`config.mk`:
```
export PLATFORM = sky130hd
export DESIGN_NAME = event_counter_bank
export DESIGN_NICKNAME = d
export VERILOG_FILES = /design/src/rtl/ecb_pkg.sv /design/src/rtl/ecb_counter.sv /design/src/rtl/ecb_status.sv /design/src/rtl/ecb_regif.sv /design/src/rtl/event_counter_bank.sv
export SDC_FILE = /design/constraint.sdc
export NUM_CORES = 1
export LEC_CHECK = 0
export BUFFER_PORTS_ARGS = -buffer_cell sky130_fd_sc_hd__buf_2
export CAP_MARGIN = 20
export CORE_ASPECT_RATIO = 0.7
export CORE_MARGIN = 4
export CORE_UTILIZATION = 35
export DETAILED_ROUTE_END_ITERATION = 8
export GPL_ROUTABILITY_DRIVEN = 0
export SLEW_MARGIN = 20
export SYNTH_ARGS = -nofsm -noshare
export SYNTH_HDL_FRONTEND = slang
export SYNTH_SLANG_ARGS = --single-unit
```
`constraint.sdc`:
```
create_clock -name clk -period 4.15 [get_ports clk]
set_input_delay 0.6225 -clock clk [delete_from_list [all_inputs] [get_ports clk]]
set_output_delay 0.6225 -clock clk [all_outputs]
set_load 0.005 [all_outputs]
```
`src/rtl/ecb_pkg.sv`:
```
package ecb_pkg;

    // Position of counter 0's sticky bit in the status register; bits
    // between the freeze flag and this position are reserved.
    localparam int STAT_BASE = 4;

    // Bit positions in the control register.
    localparam int CTRL_MASK_BIT = 0;
    localparam int CTRL_PEND_BIT = 1;

    function automatic int stat_width(input int n_ctr);
        return STAT_BASE + n_ctr;
    endfunction

    function automatic int max_int(input int a, input int b);
        return (a > b) ? a : b;
    endfunction

endpackage

```
`src/rtl/ecb_counter.sv`:
```
module ecb_counter #(
    parameter int CTR_W = 16
) (
    input  logic             clk,
    input  logic             rst_n,
    input  logic             cnt_en,
    input  logic             wr_en,
    input  logic [CTR_W-1:0] wr_data,
    output logic [CTR_W-1:0] count_o,
    output logic             wrap_o
);

    typedef struct packed {
        logic [CTR_W-1:0] cnt;
    } ctr_state_t;

    ctr_state_t s_d, s_q;
    logic       inc;

    always_comb begin
        s_d    = s_q;
        inc    = cnt_en && !wr_en;
        wrap_o = inc && (&s_q.cnt);
        if (wr_en) begin
            s_d.cnt = wr_data;
        end else if (inc) begin
            s_d.cnt = s_q.cnt + {{(CTR_W-1){1'b0}}, 1'b1};
        end
    end

    always_ff @(posedge clk or negedge rst_n) begin
        if (!rst_n) begin
            s_q <= '0;
        end else begin
            s_q <= s_d;
        end
    end

    assign count_o = s_q.cnt;

endmodule

```
`src/rtl/ecb_status.sv`:
```
module ecb_status
    import ecb_pkg::*;
#(
    parameter int NUM_CTR = 8,
    parameter int DATA_W  = 16
) (
    input  logic               clk,
    input  logic               rst_n,
    input  logic [NUM_CTR-1:0] wrap_i,
    input  logic               mon_irq_i,
    input  logic               stat_we,
    input  logic               en_we,
    input  logic               ctrl_we,
    input  logic [DATA_W-1:0]  wdata,
    output logic               freeze_o,
    output logic [NUM_CTR-1:0] sticky_o,
    output logic [NUM_CTR-1:0] irq_en_o,
    output logic               mask_o,
    output logic               pend_o
);

    typedef struct packed {
        logic               freeze;
        logic [NUM_CTR-1:0] sticky;
        logic [NUM_CTR-1:0] irq_en;
        logic               mask;
        logic               pend;
    } stat_state_t;

    stat_state_t        s_d, s_q;
    logic [NUM_CTR-1:0] hw_stick;
    logic               ovf_int;
    logic               unused_wdata;

    assign unused_wdata = ^wdata;

    always_comb begin
        s_d      = s_q;
        hw_stick = s_q.freeze ? '0 : wrap_i;
        ovf_int  = |(hw_stick & s_q.irq_en);

        if (stat_we) begin
            s_d.freeze = wdata[0];
            s_d.sticky = wdata[STAT_BASE +: NUM_CTR];
        end
        s_d.sticky = s_d.sticky | hw_stick;
        if (ovf_int || mon_irq_i) begin
            s_d.freeze = 1'b1;
        end

        if (en_we) begin
            s_d.irq_en = wdata[NUM_CTR-1:0];
        end

        if (ctrl_we) begin
            s_d.mask = wdata[CTRL_MASK_BIT];
            if (wdata[CTRL_PEND_BIT]) begin
                s_d.pend = 1'b0;
            end
        end
        if (ovf_int && !s_q.mask) begin
            s_d.pend = 1'b1;
        end
    end

    always_ff @(posedge clk or negedge rst_n) begin
        if (!rst_n) begin
            s_q <= '0;
        end else begin
            s_q <= s_d;
        end
    end

    assign freeze_o = s_q.freeze;
    assign sticky_o = s_q.sticky;
    assign irq_en_o = s_q.irq_en;
    assign mask_o   = s_q.mask;
    assign pend_o   = s_q.pend;

endmodule

```
`src/rtl/ecb_regif.sv`:
```
module ecb_regif
    import ecb_pkg::*;
#(
    parameter int NUM_CTR = 8,
    parameter int CTR_W   = 16,
    parameter int ADDR_W  = 4,
    parameter int DATA_W  = 16
) (
    input  logic                     we,
    input  logic [ADDR_W-1:0]        addr,
    input  logic [NUM_CTR*CTR_W-1:0] cnt_flat,
    input  logic [NUM_CTR-1:0]       irq_en,
    input  logic [NUM_CTR-1:0]       sticky,
    input  logic                     freeze,
    input  logic                     mask,
    input  logic                     pend,
    output logic [NUM_CTR-1:0]       cnt_we,
    output logic                     en_we,
    output logic                     stat_we,
    output logic                     ctrl_we,
    output logic [DATA_W-1:0]        rdata
);

    localparam logic [ADDR_W-1:0] A_EN   = ADDR_W'(NUM_CTR);
    localparam logic [ADDR_W-1:0] A_STAT = ADDR_W'(NUM_CTR + 1);
    localparam logic [ADDR_W-1:0] A_CTRL = ADDR_W'(NUM_CTR + 2);

    always_comb begin
        cnt_we  = '0;
        rdata   = '0;
        en_we   = we && (addr == A_EN);
        stat_we = we && (addr == A_STAT);
        ctrl_we = we && (addr == A_CTRL);

        for (int k = 0; k < NUM_CTR; k++) begin
            if (addr == ADDR_W'(k)) begin
                cnt_we[k]         = we;
                rdata[CTR_W-1:0]  = cnt_flat[k*CTR_W +: CTR_W];
            end
        end

        if (addr == A_EN) begin
            rdata[NUM_CTR-1:0] = irq_en;
        end
        if (addr == A_STAT) begin
            rdata[0]                    = freeze;
            rdata[STAT_BASE +: NUM_CTR] = sticky;
        end
        if (addr == A_CTRL) begin
            rdata[CTRL_MASK_BIT] = mask;
            rdata[CTRL_PEND_BIT] = pend;
        end
    end

endmodule

```
`src/rtl/event_counter_bank.sv`:
```
module event_counter_bank
    import ecb_pkg::*;
#(
    parameter  int NUM_CTR = 8,
    parameter  int CTR_W   = 16,
    localparam int STAT_W  = stat_width(NUM_CTR),
    localparam int DATA_W  = max_int(CTR_W, STAT_W),
    localparam int ADDR_W  = $clog2(NUM_CTR + 3)
) (
    input  logic               clk,
    input  logic               rst_n,
    input  logic [NUM_CTR-1:0] evt_i,
    input  logic               mon_irq_i,
    input  logic               reg_we_i,
    input  logic [ADDR_W-1:0]  reg_addr_i,
    input  logic [DATA_W-1:0]  reg_wdata_i,
    output logic [DATA_W-1:0]  reg_rdata_o,
    output logic               irq_o
);

    logic [NUM_CTR*CTR_W-1:0] cnt_flat;
    logic [NUM_CTR-1:0]       wrap_vec;
    logic [NUM_CTR-1:0]       cnt_we;
    logic [NUM_CTR-1:0]       sticky;
    logic [NUM_CTR-1:0]       irq_en;
    logic                     freeze_q;
    logic                     mask_q;
    logic                     pend_q;
    logic                     en_we;
    logic                     stat_we;
    logic                     ctrl_we;

    for (genvar k = 0; k < NUM_CTR; k++) begin : g_ctr
        ecb_counter #(
            .CTR_W (CTR_W)
        ) u_ctr (
            .clk     (clk),
            .rst_n   (rst_n),
            .cnt_en  (evt_i[k] && !freeze_q),
            .wr_en   (cnt_we[k]),
            .wr_data (reg_wdata_i[CTR_W-1:0]),
            .count_o (cnt_flat[k*CTR_W +: CTR_W]),
            .wrap_o  (wrap_vec[k])
        );
    end

    ecb_status #(
        .NUM_CTR (NUM_CTR),
        .DATA_W  (DATA_W)
    ) u_status (
        .clk       (clk),
        .rst_n     (rst_n),
        .wrap_i    (wrap_vec),
        .mon_irq_i (mon_irq_i),
        .stat_we   (stat_we),
        .en_we     (en_we),
        .ctrl_we   (ctrl_we),
        .wdata     (reg_wdata_i),
        .freeze_o  (freeze_q),
        .sticky_o  (sticky),
        .irq_en_o  (irq_en),
        .mask_o    (mask_q),
        .pend_o    (pend_q)
    );

    ecb_regif #(
        .NUM_CTR (NUM_CTR),
        .CTR_W   (CTR_W),
        .ADDR_W  (ADDR_W),
        .DATA_W  (DATA_W)
    ) u_regif (
        .we       (reg_we_i),
        .addr     (reg_addr_i),
        .cnt_flat (cnt_flat),
        .irq_en   (irq_en),
        .sticky   (sticky),
        .freeze   (freeze_q),
        .mask     (mask_q),
        .pend     (pend_q),
        .cnt_we   (cnt_we),
        .en_we    (en_we),
        .stat_we  (stat_we),
        .ctrl_we  (ctrl_we),
        .rdata    (reg_rdata_o)
    );

    assign irq_o = pend_q;

endmodule

```
==> results.md, run 1 <==
* Status: completed
* Post-route setup TNS at 0 ps
* Slowest-stage cell, CP: buf_2
* Cell type group with the largest total delay on the critical path: compound AO/OA/AOI/OAI gates
* CP Cell Sequence: buf_2 -> nand2b_1 -> o22ai_1 -> a2111oi_0 -> a221o_1 -> buf_2
* Setup ws final at 843 ps
* Die X at 202 um
* I/O pin total at 49
* Critical path's largest stage delay at 600 ps
* CTS max path bufs at 2
* Mapped Area at 9220 um^2
* Syn. warnings at 0
* Worst Hold Class: in2async
* Mean routed wirelength per cell at 22.8 um
* Iteration-0 DRC Markers at 952
* Final min period at 3310 ps
* Grt total ovfl at 0
* Final Setup Violations at 0
* Syn Inst Count at 1031
* Share of cells above drive strength 1 at 13.1%
* Vias per Instance at 5.61
* Seq cells post-synth at 147
* Crit Path Max Fanout at 39
* Reg power frac at 46.9%
* Worst vdd ir at 0.287 mV
* Post-synth top cells: 147 x dfrtp_1, 135 x nor2_1, 117 x nand2_1, 87 x a21oi_1, 62 x xnor2_1
* Seq/Total Area, Yosys at 39.9%
* Maximum clock frequency at 302 MHz
* Clock latency on the worst-skew pair at 440 ps
* Critical Path Start: reg_addr_i[1]
* Power Internal at 3.41 mW
* Power Density at 513 nW/um^2
* Post-CTS sizing at 0
* Core Rows at 49
* Total routed wirelength at 32100 um
* Arrival @ worst endpoint at 2680 ps
* Worst Skew at 8.64 ps
* Avg Cell Area, Syn at 8.94 um^2
* Antenna cells at 0
* Vias in the first global route at 7280
* Fill cell count at 2572
* Setup Buffers After CTS at 0
* Sw Pwr at 1.88 mW
* Sequential Area at 3680 um^2
* Unrepaired setup endpoints after global routing: false
* Startpoint Class: input port
* Total number of vias at 7896
* Clock-pin slew on the worst setup and hold paths at 60 ps
* Hold Violations, Final at 0
* Largest area contributor in the netlist: dfrtp_1
* Count leader, synth: dfrtp_1
* Final Max Slew Viols at 0
* NumNets Final at 1077
* Combinational share of power at 21.5%
* P_leak at 3.93 nW
* MaxCap Viol Count at 0
* Core area at 25800 um^2
* Buffers & Inverters on Critical Path at 2
* CTS tree: done
* Starting Density at 35.7%
* Num CTS Buffers at 17
* Synth top area share at 39.9%
* Worst slew pin tran at 1160 ps
* Net Sw Frac at 35.6%
* Largest net degree at the start of global routing at 88
* Most common cell on crit path: buf_2
* EDFF count, synth at 0
* First-pass GRT wire length at 47500 um
* Primary FF master, synth: dfrtp_1
* Asr flop ratio synth at 100%
* R2r setup slk at 1570 ps
* Drt first pass iters at 5
* Synth cell types at 56
* Die height at 144 um
* Post-synthesis net count at 1071
* Req. time, crit path at 3530 ps
* Root buffer cell: clkbuf_16
* Clk pwr share at 31.6%
* GRT Total Usage at 22.1%
* Synth area leaders: dfrtp_1 40%, xnor2_1 5.9%, nor2_1 5.5%, xor2_1 5.4%, nand2_1 4.8%
* Area grow syn2layout at 11.9%
* DP Wirelength at 22800 um
* IO Port Bufs at 48
* Hold-fix buffers, CTS at 0
* Period utilization at 79.7%
* Die area at 29000 um^2
* Clock sink count at 147
* H-tree lvl count at 4
* Slew HR at 22.6%
* RR Startpoint: u_status.freeze_o
* Area of the multi-input gates at 5180 um^2
* DRC viols at 0
* Initial antenna violation count at 2
* Kind of critical path: in2out
* Antenna viol nets, final at 0
* CP Capture Type: output port
* DP Worst Slack at 954 ps
-- layout make-up --
class / count / area share, %
Multi-Input combinational cell: 799 / 50.2
Sequential cell: 147 / 35.7
Tap cell: 357 / 4.33
Clock buffer: 19 / 4.30
Timing Repair Buffer: 57 / 3.17
Clock inverter: 13 / 1.77
Inverter: 15 / 0.546
-- metal layers --
metal  part of all wire (%)  GRT usage, %  wire length [um]  vias up
met5                  0.084             0                27        -
met4                    2.3          5.93               747        4
met1                     49          35.1             15800     3776
met3                     12          8.01              3900       55
met2                     36          27.3             11600      417
li1                       -             -                 -     3644
-- layout by cell type (no fill, tap or decap), types with 4 or more instances in the layout --
cell,n
nand2b_1,4
o21ai_0,54
nand3_1,32
inv_1,14
a221o_1,4
clkinvlp_4,4
nor3_1,11
xnor2_1,62
nand4b_1,5
a21oi_1,87
and4_1,15
nor2_1,132
and3_1,19
nor2b_1,10
dfrtp_1,147
buf_4,8
and2_1,6
buf_2,47
nor4_1,6
a2111oi_0,4
clkbuf_16,17
o22ai_1,13
mux2_2,19
mux4_2,17
nand4_1,30
bufinv_16,4
mux2i_1,30
ha_1,8
nand2_1,117
or2_2,5
o221ai_1,6
o2111ai_1,4
xor2_1,57
and4b_1,9
-- path summary, 6_finish.rpt --
check	endpoint	depth (start not counted)
worst max-delay path	reg_rdata_o[5]	6
worst min-delay path	g_ctr[0].u_ctr.count_o[0]	1
worst max register to register	u_status.freeze_o	5
worst min register to register	u_status.pend_o	1
max in group asynchronous	g_ctr[2].u_ctr.count_o[6]	2
min in group clk	u_status.freeze_o	2
-- cell families after synthesis --
| family | after synthesis | synth area share (%) |
|---|---|---|
| DFF | 147 | 39.9 |
| muxes | 66 | 9.74 |
| adders and majority gates | 8 | 1.09 |
| xor gates and xnor gates | 119 | 11.3 |
| buffers and inverters | 85 | 3.99 |
| and+or+nand+nor | 420 | 22.3 |
| AOI/OAI and AO/OA | 186 | 11.6 |
-- power by group through the flow --
stage	sequential, mW	clock [mW]	combinational [mW]
final	2.48	1.67	1.14
after global routing	2.51	1.74	1.27
after CTS	2.43	1.69	1.13
after detailed placement	2.45	0	1.12
after global placement	2.45	0	1.09
after floorplan	2.17	0	0.859
-- flip-flops by register name (all words and copies together), names as in the netlist --
register,cells
u_status.pend_o,1
u_status.mask_o,1
u_status.freeze_o,1
u_status.sticky_o,8
u_status.irq_en_o,8
g_ctr.u_ctr.count_o,128
-- per-stage QoR --
step                std cells  hold slack (ps)  total power, mW  area (um^2)  utilization, %
global placement         1375              473             3.54         9680            37.5
floorplan                1031              327             3.03         9220               -
finish                   1407              278             5.29        10300            39.9
global route             1407              349             5.53        10300            39.9
detailed placement       1375              477             3.57         9680            37.5
CTS                      1407              311             5.26        10300            39.9
(Power assumes the default switching activity.)
==> run 2, diff against run 1 <==
--- a/config.mk
+++ b/config.mk
@@ -5,6 +5,7 @@
 export SDC_FILE = /design/constraint.sdc
 export NUM_CORES = 1
 export LEC_CHECK = 0
+export ABC_AREA = 1
 export BUFFER_PORTS_ARGS = -buffer_cell sky130_fd_sc_hd__buf_2
 export CAP_MARGIN = 20
 export CORE_ASPECT_RATIO = 0.7
==> constraint.sdc (replaced) <==
create_clock -name clk -period 3.1 [get_ports clk]
set_input_delay 0.465 -clock clk [delete_from_list [all_inputs] [get_ports clk]]
set_output_delay 0.465 -clock clk [all_outputs]
set_load 0.005 [all_outputs]
==> results.md, run 2 <==
* Final Cell Area at 10800 um^2
* Grt total ovfl at 0
* Post-synth top cells: 380 x nand2_1, 155 x inv_1, 147 x dfrtp_1, 137 x nor2_1, 75 x xor2_1
* Core area at 26800 um^2
* I/O pin total at 49
* Mean routed wirelength per cell at 21.0 um
* CP Cell Sequence: buf_2 -> inv_1 -> nand2_2 -> nor2_1 -> nand2_1 -> o211ai_1 -> nor3_1 -> nand3_1 -> nand2_1 -> nand3_1 -> buf_2
* Synth cell types at 40
* Req. time, crit path at 2630 ps
* Core Rows at 50
* Final Setup Violations at 0
* Largest area contributor in the netlist: dfrtp_1
* Final Util at 40.5%
* Power Density at 640 nW/um^2
* DP Wirelength at 27700 um
* CTS tree: done
* Iteration-0 DRC Markers at 1400
* CTS max path bufs at 2
* Synth top area share at 38.5%
* Fill cell count at 2884
* NumNets Final at 1421
* H-tree lvl count at 4
* Status: completed
* Area grow syn2layout at 13.6%
* Initial antenna violation count at 0
* Hold Violations, Final at 0
* Syn. warnings at 0
* Arrival @ worst endpoint at 2250 ps
* Startpoint Class: input port
* Buffers & Inverters on Critical Path at 3
* Sequential Area at 3680 um^2
* Antenna cells at 0
* Avg Cell Area, Syn at 7.18 um^2
* Most common cell after layout, fill and taps aside: nand2_1
* GRT Total Usage at 24.7%
* Worst slew pin tran at 778 ps
* Num CTS Buffers at 17
* Root buffer cell: clkbuf_16
* Period utilization at 87.6%
* Asr flop ratio synth at 100%
* Final Max Slew Viols at 0
* Starting Density at 35.7%
* Post-synthesis net count at 1370
* Worst vdd ir at 0.399 mV
* Mapped Area at 9550 um^2
* Share of cells above drive strength 1 at 8.76%
* Kind of critical path: in2out
* P_leak at 5.00 nW
* Critical path's largest stage delay at 610 ps
* Die area at 30000 um^2
* Maximum clock frequency at 368 MHz
* Leading cell types in the layout, fill and taps excluded: 380 x nand2_1, 155 x inv_1, 147 x dfrtp_1
* Synth area leaders: dfrtp_1 39%, nand2_1 15%, xor2_1 6.9%, inv_1 6.1%, o221ai_1 5.6%
* EDFF count, synth at 0
* Setup Buffers After CTS at 0
* Area of the multi-input gates at 5100 um^2
* Drt first pass iters at 6
* Vias per Instance at 5.59
* Count leader, synth: nand2_1
* Clock-pin slew on the worst setup and hold paths at 60 ps
* Total routed wirelength at 36900 um
* MaxCap Viol Count at 0
* Final Power at 6.94 mW
* Worst Hold Class: in2reg
* Vias in the first global route at 8892
* Slew HR at 47.8%
* Slowest-stage cell, CP: nor2_1
* Antenna viol nets, final at 0
* Total number of vias at 9818
* Final min period at 2710 ps
* Seq cells post-synth at 147
* R2r setup slk at 870 ps
* Die X at 205 um
* Cell type group with the largest total delay on the critical path: simple AND/OR/NAND/NOR gates
* Clock sink count at 147
* Primary FF master, synth: dfrtp_1
* DRC viols at 0
* Syn Inst Count at 1330
* Placed cell areas at 10200 um^2
* Crit Path Max Fanout at 13
* IO Port Bufs at 48
* Max reg flops at 128
* Largest net degree at the start of global routing at 75
* Unrepaired setup endpoints after global routing: false
* Seq/Total Area, Yosys at 38.5%
* Hold_ws at 260 ps
* First-pass GRT wire length at 55700 um
* Post-route setup TNS at 0 ps
* Clock latency on the worst-skew pair at 450 ps
* CP Capture Type: output port
* Worst Skew at 10.4 ps
* Die height at 146 um
-- run 2: cell types whose count changed after synthesis, moves of 30 or more --
cell	previous run	this run
nand3_1	32	68
xnor2_1	62	5
mux2i_1	30	0
o221ai_1	6	61
a21oi_1	87	55
nand2_1	117	380
inv_1	14	155
-- run 2: cell families after synthesis --
logic type,after synthesis,synth area share (%)
and+or+nand+nor,675,29.6
AOI/OAI and AO/OA,220,15.4
buffers and inverters,200,8.05
DFF,147,38.5
xor gates and xnor gates,80,7.34
adders and majority gates,8,1.05
-- run 2: per-stage QoR --
step	worst slack, ps	instances
after CTS	502	1757
after detailed placement	502	1725
after floorplan	1240	1330
after global routing	277	1757
after global placement	558	1725
final	385	1757
-- run 2: layout make-up --
| type | instances | area share [%] |
|---|---|---|
| clock inverter | 9 | 1.18 |
| clock buffer | 22 | 4.46 |
| tap | 364 | 4.20 |
| inverter | 171 | 5.92 |
| timing repair buffer | 61 | 3.31 |
| sequential | 147 | 33.9 |
| multi-input combinational | 983 | 47.0 |
-- run 2: per-layer routing --
layer  vias up  GRT usage, %  wire length, um
met5         -             0                0
met4         0          6.59              835
met3        65          9.17             4940
met2       535          31.4            14100
met1      4684          38.4            17100
li1       4534             -                -
-- run 2: report_power, final --
part	internal [mW]	switching, mW	total [mW]
registers	2.41	0.698	3.10
clock network	1.34	0.853	2.19
logic	0.630	1.01	1.64
total	4.38	2.56	6.94
-- run 2: worst register-to-register path, delay by kind of cell (launching register included) --
kind          cells  cell delay (ps)
flops             1              430
simple gates      8             1550
fa+ha+maj         1              190
-- run 2: path summary, 6_finish.rpt --
kind	startpoint	endpoint	depth (start not counted)
setup / recovery	reg_addr_i[1]	reg_rdata_o[5]	11
hold / removal	reg_wdata_i[4]	g_ctr[0].u_ctr.count_o[4]	2
setup reg to reg	g_ctr[3].u_ctr.count_o[0]	u_status.pend_o	9
hold reg to reg	u_status.sticky_o[7]	u_status.sticky_o[7]	2
max in group asynchronous	rst_n	g_ctr[7].u_ctr.count_o[7]	3
min in group asynchronous	rst_n	g_ctr[2].u_ctr.count_o[5]	2
-- run 2: timing repair --
| item | 4_1_cts | 5_1_grt |
|---|---|---|
| hold endpoints to repair | 37 | 0 |
| resized for setup | 0 | 0 |
| hold buffers | 1 | 0 |
